`src/rtl/adc_sport_pkg.sv`:
```
package adc_sport_pkg;

  typedef enum logic [1:0] {
    ST_IDLE  = 2'd0,
    ST_SHIFT = 2'd1,
    ST_ACQ   = 2'd2,
    ST_CAL   = 2'd3
  } sport_state_e;

  // Calibration length depends on whether the power-up condition is pending.
  function automatic logic calib_match(input logic pwr_pending,
                                       input int unsigned edges,
                                       input int unsigned pwrup_len,
                                       input int unsigned normal_len);
    return pwr_pending ? (edges == pwrup_len) : (edges == normal_len);
  endfunction

  // A frame is short when it closes before the acquisition edge count.
  function automatic logic frame_short(input int unsigned edges,
                                       input int unsigned need);
    return edges < need;
  endfunction

endpackage

```
`src/rtl/adc_sport_ctrl.sv`:
```
// Frame edge counter, mode state, invalid marking and calibration timer.
module adc_sport_ctrl
  import adc_sport_pkg::*;
#(
  parameter int unsigned ACQ_EDGES       = 18,
  parameter int unsigned PWRUP_CAL_EDGES = 24,
  parameter int unsigned NORM_CAL_EDGES  = 64,
  parameter int unsigned CAL_CYCLES      = 1000,
  localparam int unsigned CNT_W          = $clog2(NORM_CAL_EDGES + 1) + 1,
  localparam int unsigned TW             = $clog2(CAL_CYCLES + 1)
) (
  input  logic             clk,
  input  logic             rst_n,
  input  logic             cs_fall_i,
  input  logic             cs_rise_i,
  input  logic             sck_fall_i,
  output sport_state_e     state_o,
  output logic [CNT_W-1:0] falls_o,
  output logic             armed_o,
  output logic             pend_o,
  output logic             pwr_o,
  output logic             cal_exit_o,
  output logic             invalid_o,
  output logic             cal_done_o
);

  sport_state_e     st_q;
  logic [CNT_W-1:0] falls_q;
  logic [TW-1:0]    tmr_q;
  logic             pend_q;
  logic             inv_q;
  logic             pwr_q;
  logic             done_q;

  logic cal_enter_ev;
  logic acq_ev;
  logic cal_exit_ev;

  function automatic logic [CNT_W-1:0] bump(input logic [CNT_W-1:0] v);
    return (&v) ? v : v + 1'b1;
  endfunction

  assign cal_enter_ev = cs_rise_i && (st_q != ST_CAL) &&
                        calib_match(pwr_q, 32'(falls_q), PWRUP_CAL_EDGES, NORM_CAL_EDGES);
  assign acq_ev       = sck_fall_i && (st_q != ST_CAL) &&
                        (falls_q == CNT_W'(ACQ_EDGES - 1));
  assign cal_exit_ev  = (st_q == ST_CAL) && (tmr_q == TW'(CAL_CYCLES - 1));

  always_ff @(posedge clk or negedge rst_n) begin
    if (!rst_n) begin
      falls_q <= '0;
      pend_q  <= 1'b0;
      inv_q   <= 1'b0;
    end else begin
      if (cs_fall_i) begin
        falls_q <= '0;
        inv_q   <= pend_q;
      end else if (sck_fall_i) begin
        falls_q <= bump(falls_q);
      end
      if (cs_rise_i) begin
        pend_q <= frame_short(32'(falls_q), ACQ_EDGES);
      end
    end
  end

  always_ff @(posedge clk or negedge rst_n) begin
    if (!rst_n) begin
      st_q   <= ST_IDLE;
      tmr_q  <= '0;
      pwr_q  <= 1'b1;
      done_q <= 1'b0;
    end else if (st_q == ST_CAL) begin
      if (cal_exit_ev) begin
        st_q   <= ST_ACQ;
        done_q <= 1'b1;
        pwr_q  <= 1'b0;
      end else begin
        tmr_q <= tmr_q + 1'b1;
      end
    end else if (cs_fall_i) begin
      st_q <= ST_SHIFT;
    end else if (cs_rise_i) begin
      if (cal_enter_ev) begin
        st_q   <= ST_CAL;
        tmr_q  <= '0;
        done_q <= 1'b0;
      end else if (st_q == ST_SHIFT) begin
        st_q <= ST_IDLE;
      end
    end else if (acq_ev) begin
      st_q <= ST_ACQ;
    end
  end

  assign state_o    = st_q;
  assign falls_o    = falls_q;
  assign armed_o    = falls_q != '0;
  assign pend_o     = pend_q;
  assign pwr_o      = pwr_q;
  assign cal_exit_o = cal_exit_ev;
  assign invalid_o  = inv_q;
  assign cal_done_o = done_q;

endmodule

```
`config.mk`:
```
export PLATFORM = sky130hd
export DESIGN_NAME = adc_sport_ctrl
export DESIGN_NICKNAME = d
export VERILOG_FILES = /design/src/rtl/adc_sport_pkg.sv /design/src/rtl/adc_sport_ctrl.sv
export SDC_FILE = /design/constraint.sdc
export NUM_CORES = 1
export LEC_CHECK = 0
export ABC_AREA = 1
export BUFFER_PORTS_ARGS = -buffer_cell sky130_fd_sc_hd__buf_2
export CAP_MARGIN = 30
export CORE_ASPECT_RATIO = 1.4
export CORE_MARGIN = 4
export CORE_UTILIZATION = 59
export CTS_BUF_LIST = sky130_fd_sc_hd__clkbuf_4 sky130_fd_sc_hd__clkbuf_8
export DETAILED_ROUTE_END_ITERATION = 12
export HOLD_SLACK_MARGIN = 0.12
export PLACE_DENSITY = 0.8
export SYNTH_ARGS = -nofsm -noshare
export SYNTH_HDL_FRONTEND = slang
export SYNTH_SLANG_ARGS = --single-unit
```
`constraint.sdc`:
```
create_clock -name clk -period 1.8 [get_ports clk]
set_input_delay 0.27 -clock clk [delete_from_list [all_inputs] [get_ports clk]]
set_output_delay 0.27 -clock clk [all_outputs]
set_load 0.005 [all_outputs]
```
# After elaboration in Yosys (flattened, before gate mapping)

Cells that the tools add are included.

Mux-type cells: 21
Reduce and logical (&&, ||, !) cells: 16
Equality and inequality tests: 12
Order comparisons: 1
$add $sub $neg: 2

Operators with widths:

| operator                | number |
|---|---|
| $mux W10                | 5 |
| $mux W8                 | 3 |
| $eq A8 B5 Y1 const B    | 2 |
| $mux W2                 | 7 |
| $add A10 B1 Y10 const B | 1 |
| $eq A10 B10 Y1 const B  | 1 |
| $add A8 B1 Y8 const B   | 1 |
| $eq A8 B7 Y1 const B    | 1 |
| $lt A8 B5 Y1 const B    | 1 |
| $ne A2 B2 Y1 const B    | 4 |
| $reduce_and A4 Y1       | 2 |
| $reduce_and A8 Y1       | 1 |
| $reduce_bool A8 Y1      | 1 |
| $mux W1                 | 6 |
| $reduce_bool A2 Y1      | 3 |
| $logic_and A1 B1 Y1     | 5 |
| $ne A5 B2 Y1 const B    | 1 |
| $reduce_and A2 Y1       | 2 |
| $reduce_bool A4 Y1      | 1 |
| $reduce_and A3 Y1       | 1 |
| $eq A2 B1 Y1 const B    | 1 |
| $eq A2 B2 Y1 const B    | 1 |
| $ne A2 B1 Y1 const B    | 1 |

Logic and storage cells: 59
Flip-flop bits (word level): 24

# Depth between registers and ports, before layout

Gate-level depths: netlist of the first run.

Word-level depth: 7
Mapped depth: 11
Mapped depth without buffers: 11

# Worst setup path before layout of the first run

OpenSTA, ideal clock, no wires.

Path type: reg-to-reg
Start point: register falls_q[0], in the netlist falls_o[0]
End point: register tmr_q[4]
Setup time: 135 ps
Slack: 303 ps
Cell stages (with the launch flop): 8
Data arrival time: 1363 ps
Buffers on the path: 1
Clock period less this slack: 1497 ps
Cell sequence: dfrtp_1 -> inv_1 -> ha_1 -> nor3b_4 -> nand4_4 -> nand2_2 -> buf_6 -> o22ai_1

Cells in the longest elaborated chain, start to end: 5
Elaborated cells on any way between the ends: 6
Classes of those cells: 2 x eq/ne; 1 x mux; 3 x reduce/logical

RTL lines:

| item                                         | line                 | RTL |
|---|---|---|
| start, declared                              | adc_sport_ctrl.sv:28 | `logic [CNT_W-1:0] falls_q;` |
| start signal, assigned                       | adc_sport_ctrl.sv:59 | `falls_q <= bump(falls_q);` |
| $eq A8 B7 Y1 or $eq A8 B5 Y1 (tied branches) | adc_sport_pkg.sv:15  | `return pwr_pending ? (edges == pwrup_len) : (edges == normal_len);` |
| $mux W1 *                                    | adc_sport_pkg.sv:15  |  |
| $logic_and A1 B1 Y1 *                        | adc_sport_ctrl.sv:43 | `assign cal_enter_ev = cs_rise_i && (st_q != ST_CAL) &&` |
| $reduce_bool A2 Y1 (no source line) *        | --                   |  |
| $reduce_and A4 Y1 (no source line) *         | --                   |  |
| end signal, assigned                         | adc_sport_ctrl.sv:79 | `tmr_q <= tmr_q + 1'b1;` |
| end, declared                                | adc_sport_ctrl.sv:29 | `logic [TW-1:0] tmr_q;` |

Every way passes the cells marked *; elsewhere a longest branch is shown, timed or not.
A chain may end at the register's enable or synchronous reset.

# Final worst setup path of the first run

Start point: register tmr_q[4]
End point: output cal_exit_o

Cells in the longest elaborated chain, start to end: 2

RTL lines:

| item                | line                 | RTL |
|---|---|---|
| $eq A10 B10 Y1      | adc_sport_ctrl.sv:47 | `assign cal_exit_ev = (st_q == ST_CAL) && (tmr_q == TW'(CAL_CYCLES - 1));` |
| $logic_and A1 B1 Y1 | adc_sport_ctrl.sv:47 |  |
| end, declared       | adc_sport_ctrl.sv:22 | `output logic cal_exit_o,` |

Every way passes these cells.

==> results.cfg, run 1 <==
[final_layout]
layout_common_cells = 64 x nand2_1, 29 x nor2_1, 23 x dfrtp_1
final_cells = 274
drive_gt1_share_pct = 21.7
antennaDiodeCount = 0
area_growth_pct = 15.6
fin_nets = 250
fin_util_pct = 72.8
final_common_cell = nand2_1

[power]
leakagePower_nw = 0.926
p_clk_share_pct = 19.1
max-vdd-ir-drop_mv = 0.460
p_sw_share_pct = 36.3
p_int_uw = 892
fin_total_pwr_mw = 1.40
combPwrFrac_pct = 33.7
power_switching_uw = 508
pwr_density_cell_mw_per_mm2 = 787
power_frac_seq_pct = 47.2

[synthesis]
syn-cell-area_mm2 = 0.00154
synth_compound_area_share_pct = 5.85
ys_seq_elements = 24
netlist.area_leader.share_pct = 37.4
syn_inst = 212
avgSynthCellArea_um2 = 7.26
synth_top_family_by_area = simple AND/OR/NAND/NOR gates
yosys.area_share.simple_pct = 38.7
netlist_top_cells_area = dfrtp_1 37%, nand2_1 16%, nor2_1 7.3%
yosys_warnings = 0
yosys.area.top_type = dfrtp_1
synth.area.mux_share_pct = 0
synthXorXnorAreaFrac_pct = 4.55
synth-adder-area-share_pct = 3.25
syn-num-nets = 221
synth.distinct_cells = 27
synth_seq_area_share_pct = 39.1

[clock_network]
cts_inserted_buffers = 3
clk_pin_slew_ps = 130
clock_latency_ps = 320
cts_tree = built
clkSinkCount = 24
htree_levels = 1
root_buffer = clkbuf_4
clockBufferDepth = 2

[drt]
ant_nets = 0
drt_iter0_drc = 63
drt-pass1-iter-count = 5
wl_per_cell_um = 13.5
avgViaCountPerCell = 5.41
wl_um = 3690
drc = 0
num_vias = 1483

[die]
fp.dieH_um = 68.4
die-area_mm2 = 0.00350
num_io_pins = 21
core_area_mm2 = 0.00244
dieWidth_um = 51.2
rows = 21
start_util_pct = 63.0

[placed_design]
post-dp-hpwl_um = 2700
io_buffers = 20
dp.cells = 264
gp_congestion = 0.895

[sta]
worstMarginPinSlew_ps = 550
hold_viol = 0
maxSlewViolCount = 0
slew_headroom_pct = 63.3
finalSetupTns_ps = 0
setup-violations-final = 0
max_freq_ghz = 0.569
finalClockSkew_ps = 5.15
period_needed_ps = 1760
period_share_pct = 97.7

[critical_path]
end_kind = primary output
worstPathMaxFanout = 3
ff2ff_setup_slack_ps = 140
max_stage_delay_ps = 430
required_ps = 1530
crit_chain = inv_1, nand2_1, nor2_1, nand3_4, nor2_4, buf_2
crit_type = flip-flop to primary output
cp-start-kind = flip-flop
rr_endpoint = tmr_q[3]
r2r-start = falls_o[0]
reg2regPathDepth = 7
arrival_ps = 1490
cp_slowest_cell = dfrtp_1

[min_path]
whs_path_depth = 3
hold_path_end = pend_o
holdCritPathClass = input pin to flip-flop
hp-start = cs_rise_i

[global_routing]
grt_max_degree = 25
grt_pass1_wl_um = 6090
grt_util_all_layers_pct = 23.7
grt_pass1_vias = 1508
gr-total-overflow = 0
grt_antenna_before_repair = 0

[outcome]
status = complete, no violations

[flow_run]
maxCapViolCount = 0
cell usage after synthesis, drive strengths merged:
library cell / n
nand3b: 1
nor2: 30
o21ai: 11
o31ai: 1
nand4: 8
buf: 3
or2: 1
clkbuf: 1
a21oi: 2
nor3b: 1
dfrtp: 23
nand3: 20
ha: 4
inv: 24
nor3: 1
xor2: 8
dfstp: 1
clkinv: 1
nand2: 70
o22ai: 1
worst max-delay path: cells and delay by family, from the launching register on:
| kind | cells | cell delay, ps |
|---|---|---|
| simple gates | 4 | 530 |
| buf+inv | 2 | 210 |
| flops | 1 | 430 |
state kept, by name, summed over array words and instances (netlist names):
signal and flops:
tmr_q 10, falls_o 8, state_o 2, cal_done_o 1, invalid_o 1, pend_o 1
pwr_o 1
stage by stage:
| stage | area, um2 | hold WS [ps] | setup slack [ps] |
|---|---|---|---|
| after floorplan | 1540 | -25.6 | 303 |
| after global placement | 1660 | 277 | 166 |
| after detailed placement | 1660 | 286 | 76.2 |
| after CTS | 1710 | 219 | 19.0 |
| after global routing | 1780 | 245 | -51.4 |
| final | 1780 | 220 | 41.9 |
kinds of logic after synthesis:
family,after synthesis
compound gates,15
xor+xnor,8
fa+ha+maj,4
buf+inv,29
flops,24
simple gates,132
power groups by stage:
stage          Clock, mW  Combinational, mW  Sequential (mW)
2_1_floorplan          0              0.260            0.671
3_3_place_gp           0              0.373            0.669
3_5_place_dp           0              0.389            0.673
4_1_cts            0.273              0.418            0.657
5_1_grt            0.292              0.525            0.667
6_report           0.267              0.472            0.661
worst max-delay path by stage:
stage	endpoint	cells after the start	startpoint
2_1_floorplan	tmr_q[4]	7	falls_o[0]
3_3_place_gp	tmr_q[9]	7	falls_o[0]
3_5_place_dp	tmr_q[3]	7	falls_o[0]
4_1_cts	cal_exit_o	6	tmr_q[1]
5_1_grt	cal_exit_o	6	tmr_q[4]
6_report	cal_exit_o	6	tmr_q[4]
layer usage:
metal / share of wire [%] / wire [um] / global-route usage [%]
met4: 3.8 / 140 / 17.5
met5: 0 / 0 / 0
met1: 38 / 1410 / 22.4
met3: 4.1 / 151 / 2.61
met2: 54 / 1990 / 46.0
final cells by class:
class                      count  area, um2
multi-input combinational    159        845
fill                         210        664
sequential                    24        602
timing repair buffer          28        163
inverter                      25       97.6
tap                           34       42.5
clock buffer                   4       30.0
timing repair:
action | CTS | global route
endpoints found under the hold margin | 23 | 0
endpoints found under the setup margin | 1 | 9
cloned | 0 | 0
hold buffers | 1 | 0
gates resized for setup | 1 | 8
pin swaps | 0 | 2
setup buffers | 1 | 4
(Power assumes the default switching activity.)
==> run 2, diff against run 1 <==
--- a/config.mk
+++ b/config.mk
@@ -10,5 +10,7 @@
 export CAP_MARGIN = 30
+export CELL_PAD_IN_SITES_DETAIL_PLACEMENT = 2
+export CELL_PAD_IN_SITES_GLOBAL_PLACEMENT = 2
 export CORE_ASPECT_RATIO = 1.4
 export CORE_MARGIN = 4
-export CORE_UTILIZATION = 59
+export CORE_UTILIZATION = 33
 export CTS_BUF_LIST = sky130_fd_sc_hd__clkbuf_4 sky130_fd_sc_hd__clkbuf_8
@@ -16,3 +18,3 @@
 export HOLD_SLACK_MARGIN = 0.12
-export PLACE_DENSITY = 0.8
+export PLACE_DENSITY = 0.78
 export SYNTH_ARGS = -nofsm -noshare
==> constraint.sdc (replaced) <==
create_clock -name clk -period 1.8 [get_ports clk]
set_input_delay 0.18 -clock clk [delete_from_list [all_inputs] [get_ports clk]]
set_output_delay 0.18 -clock clk [all_outputs]
set_load 0.005 [all_outputs]
==> run 2 against run 1 <==
Net effect:
- non-clock buffer count up 1
- global-route usage down 6.1 points
- clock skew up 2.1 ps
==> results.cfg, run 2 (same netlist as run 1, synthesis figures left out) <==
[outcome]
status = complete, no violations

[placed_design]
io_buffers = 20
post-dp-hpwl_um = 3630
gp_congestion = 0.760

[power]
combPwrFrac_pct = 30.4
fin_total_pwr_mw = 1.46
max-vdd-ir-drop_mv = 0.364
p_sw_share_pct = 35.8
power_switching_uw = 524
pwr_density_cell_mw_per_mm2 = 807
power_frac_seq_pct = 44.9
p_int_uw = 939
p_clk_share_pct = 24.8
leakagePower_nw = 0.941

[global_routing]
grt_pass1_wl_um = 7820
grt_util_all_layers_pct = 17.6
globalRouteMet2Util_pct = 34.5
grt_pass1_vias = 1630
grt_antenna_before_repair = 0
grt_max_degree = 25
met1_usage_pct = 19.3
met3_usage_pct = 1.14
grt-busiest-layer = met2
gr-total-overflow = 0

[critical_path]
required_ps = 1620
end_kind = primary output
startpoint = tmr_q[0]
cp-start-kind = flip-flop
crit_end = cal_exit_o
max_stage_delay_ps = 370
cpLargestDelayFamily = flip-flops
cp_num_buf_inv = 2
ff2ff_setup_slack_ps = 190
r2r-start = falls_o[0]
rr_endpoint = falls_o[0]
path_depth = 6
crit_type = flip-flop to primary output
reg2regPathDepth = 7
worstPathMaxFanout = 4
crit_chain = ha_1, nand2_1, inv_1, nand3_2, nor2_2, buf_2
arrival_ps = 1440
cp_slowest_cell = dfrtp_1

[final_layout]
antennaDiodeCount = 0
largest-register = tmr_q
fin_nets = 251
largest_reg_flops = 10
layout_common_cells = 65 x nand2_1, 29 x nor2_1, 23 x dfrtp_1
final_common_cell = nand2_1
fin_util_pct = 40.0
area_growth_pct = 17.9
drive_gt1_share_pct = 20.7

[sta]
max_freq_ghz = 0.617
period_needed_ps = 1620
hold_viol = 0
period_share_pct = 90.1
maxSlewViolCount = 0
slew_headroom_pct = 61.2
finalClockSkew_ps = 7.30
grt_setup_unrepaired = no
worstMarginPinSlew_ps = 583
setup-violations-final = 0
finalSetupTns_ps = 0

[clock_network]
clk_pin_slew_ps = 80
clkSinkCount = 24
root_buffer = clkbuf_8
cts_tree = built
htree_levels = 1
cts_inserted_buffers = 3
clockBufferDepth = 2
clock_latency_ps = 280

[die]
dieWidth_um = 65.7
fp.dieH_um = 88.8
num_io_pins = 21
rows = 29
core_area_mm2 = 0.00454
die-area_mm2 = 0.00584
start_util_pct = 33.9

[flow_run]
maxCapViolCount = 0

[drt]
drt_iter0_drc = 53
wl_um = 4650
avgViaCountPerCell = 4.92
ant_nets = 0
drc = 0
wl_per_cell_um = 15.4
num_vias = 1491
drt-pass1-iter-count = 2

[min_path]
hp-start = cs_rise_i
holdCritPathClass = input pin to flip-flop
==> run 2: routing by layer <==
metal  vias to the layer above  part of all wire [%]
met2                        17                    56
li1                        727                     -
met1                       738                    41
met3                         9                   1.4
met5                         -                     0
met4                         0                   2.1
==> run 2: worst min path at each step <==
stage | depth (start not counted) | to
2_1_floorplan | 0 | cal_done_o
3_3_place_gp | 1 | tmr_q[5]
3_5_place_dp | 1 | tmr_q[5]
4_1_cts | 3 | pend_o
5_1_grt | 3 | invalid_o
6_report | 3 | pend_o
==> run 2: repair_timing <==
item	in CTS	in global routing
setup endpoints to repair	0	10
hold buffers	1	0
gates resized for setup	0	3
hold endpoints to repair	23	0
setup buffers	0	1
==> run 2: worst reg2reg max path, delay by kind of cell (launching register included) <==
kind	cells	cell delay [ps]
AND/OR/NAND/NOR	5	610
flip-flops	1	410
adder cells (fa/ha/maj)	1	270
AO/OA/AOI/OAI	1	230
==> run 2: final cells by class <==
type / count / area [um2]
inverters: 25 / 97.6
repair buffers: 29 / 170
flip-flops and latches: 24 / 602
well taps: 62 / 77.6
multi-input cells: 159 / 818
clock buffers: 4 / 48.8
fillers: 566 / 2720
==> run 2: through the flow <==
step	cells	cell area (um2)	hold slack, ps	setup slack (ps)
6_report	303	1810	192	179
5_1_grt	303	1810	216	8.12
4_1_cts	302	1790	194	33.4
3_5_place_dp	297	1740	215	85.9
3_3_place_gp	297	1740	219	122
2_1_floorplan	212	1540	-116	303
==> run 2: power by group through the flow <==
stage               Clock, mW  Combinational (mW)  Sequential (mW)
floorplan                   0               0.260            0.671
global placement            0               0.403            0.672
detailed placement          0               0.417            0.676
CTS                     0.376               0.423            0.665
global route            0.406               0.515            0.669
finish                  0.362               0.444            0.657
==> run 3, diff against run 2 <==
- CORE_UTILIZATION: 33 -> 32
- CTS_BUF_LIST: sky130_fd_sc_hd__clkbuf_4 sky130_fd_sc_hd__clkbuf_8 -> unset
- PLACE_DENSITY: 0.78 -> 0.76
- SKIP_CTS_REPAIR_TIMING: unset -> 1
==> run 3 against run 2 <==
Net effect:
- via count barely moved
- clock-buffer cell count is the same
- global-route usage decreased by 0.75 points
- final area shrank 0.35%
- setup slack worse by 25 ps
- worst hold slack improved by 1.2 ps
- non-clock buffer count fell by 2
- die area rose by 2.8%
- sequential power shrank 0.6%
- register-to-register slack got worse by 40 ps
- sequential cell count stayed put
- critical endpoint is now tmr_q[9]
- largest cell class unchanged
- highest routed layer unchanged
==> results.cfg, run 3 (same netlist as run 1, synthesis figures left out) <==
[global_routing]
grt_pass1_vias = 1589
grt_util_all_layers_pct = 16.9
grt_antenna_before_repair = 0
grt_max_degree = 25
gr-total-overflow = 0
grt_pass1_wl_um = 7880

[placed_design]
gp_congestion = 0.801
dp.cells = 296
io_buffers = 20
post-dp-hpwl_um = 3780
placed_cell_area_mm2 = 0.00173

[critical_path]
worstPathMaxFanout = 11
cp_num_buf_inv = 1
rr_endpoint = tmr_q[9]
end_kind = flip-flop
crit_chain = inv_1, ha_1, nor3b_4, nand4_4, nand2_8, nand2_1, o21ai_2
cp_slowest_cell = dfrtp_1
crit_type = flip-flop to flip-flop
reg2regPathDepth = 7
arrival_ps = 1850
cpLargestDelayFamily = simple AND/OR/NAND/NOR gates
cp-start-kind = flip-flop
max_stage_delay_ps = 430
ff2ff_setup_slack_ps = 150
required_ps = 2000
r2r-start = falls_o[1]

[drt]
drc = 0
ant_nets = 0
drt_iter0_drc = 49
avgViaCountPerCell = 4.96
drt-pass1-iter-count = 4
num_vias = 1492
wl_per_cell_um = 15.6
wl_um = 4690

[power]
pwr_density_cell_mw_per_mm2 = 817
power_frac_seq_pct = 44.2
p_int_uw = 947
max-vdd-ir-drop_mv = 0.339
leakagePower_nw = 0.921
fin_total_pwr_mw = 1.48
combPwrFrac_pct = 32.7
p_sw_share_pct = 35.9
power_switching_uw = 531
p_clk_share_pct = 23.1

[clock_network]
cts_tree = built
clockBufferDepth = 2
clock_latency_ps = 270
htree_levels = 1
clkSinkCount = 24
root_buffer = clkbuf_8
cts_inserted_buffers = 3
clk_pin_slew_ps = 90

[final_layout]
n_fill_cell = 581
layout_common_cells = 65 x nand2_1, 29 x nor2_1, 22 x dfrtp_1
design_area_mm2 = 0.00181
largest-register = tmr_q
final_cells = 301
area_growth_pct = 17.5
largest_reg_flops = 10
antennaDiodeCount = 0
fin_nets = 249
drive_gt1_share_pct = 20.9
final_common_cell = nand2_1

[sta]
maxSlewViolCount = 0
period_share_pct = 91.5
slew_headroom_pct = 60.6
hold_viol = 0
period_needed_ps = 1650
finalClockSkew_ps = 2.19
max_freq_ghz = 0.607
worst_hold_slack_ps = 194
setup-violations-final = 0
worstMarginPinSlew_ps = 591
finalSetupTns_ps = 0

[die]
die-area_mm2 = 0.00600
rows = 29
fp.dieH_um = 90.1
start_util_pct = 33.4
num_io_pins = 21
dieWidth_um = 66.6
core_area_mm2 = 0.00461

[min_path]
hold_path_end = pend_o
hp-start = cs_rise_i
whs_path_depth = 3
holdCritPathClass = input pin to flip-flop

[flow_run]
maxCapViolCount = 0

[outcome]
status = complete, no violations
## run 3: power by group through the flow
| stage | Combinational (mW) | Sequential (mW) | Clock (mW) |
|---|---|---|---|
| 6_report | 0.483 | 0.653 | 0.342 |
| 5_1_grt | 0.553 | 0.665 | 0.367 |
| 4_1_cts | 0.472 | 0.654 | 0.357 |
| 3_5_place_dp | 0.470 | 0.664 | 0 |
| 3_3_place_gp | 0.456 | 0.659 | 0 |
| 2_1_floorplan | 0.260 | 0.671 | 0 |
## run 3: how the worst max path moves through the flow
stage	slack (ps)	to	startpoint	cells after the start
finish	150	tmr_q[9]	falls_o[1]	7
global route	-1	tmr_q[9]	falls_o[0]	7
CTS	-10	cal_exit_o	tmr_q[0]	6
detailed placement	60	tmr_q[9]	falls_o[0]	7
global placement	150	tmr_q[5]	falls_o[0]	7
floorplan	300	tmr_q[4]	falls_o[0]	7
## run 3: layout make-up
type / instances / area (um2) / share of cell area, %
inverter: 25 / 97.6 / 5.40
sequential: 24 / 603 / 33.4
multi-input combinational: 159 / 830 / 45.9
timing repair buffer: 27 / 155 / 8.58
tap: 62 / 77.6 / 4.29
clock buffer: 4 / 45.0 / 2.49
## run 3: worst register-to-register path: cells and delay by family (launching register included)
family / cells / cell delay, ps
adders and majority gates: 1 / 190
DFF: 1 / 430
and+or+nand+nor: 4 / 770
buffers and inverters: 1 / 140
AOI/OAI and AO/OA: 1 / 50
## run 3: layer usage
| layer | global-route usage, % | vias up | wire length [um] |
|---|---|---|---|
| met2 | 32.5 | 16 | 2680 |
| met1 | 19.3 | 740 | 1900 |
| li1 | - | 732 | - |
| met4 | 3.05 | 0 | 35 |
| met3 | 1.62 | 4 | 73 |
| met5 | 0 | - | 0 |
## run 3: metrics by stage
stage	setup slack (ps)	utilization, %
floorplan	303	-
global placement	154	37.5
detailed placement	55.5	37.5
CTS	-11.1	38.5
global route	-1.24	39.2
finish	153	39.2
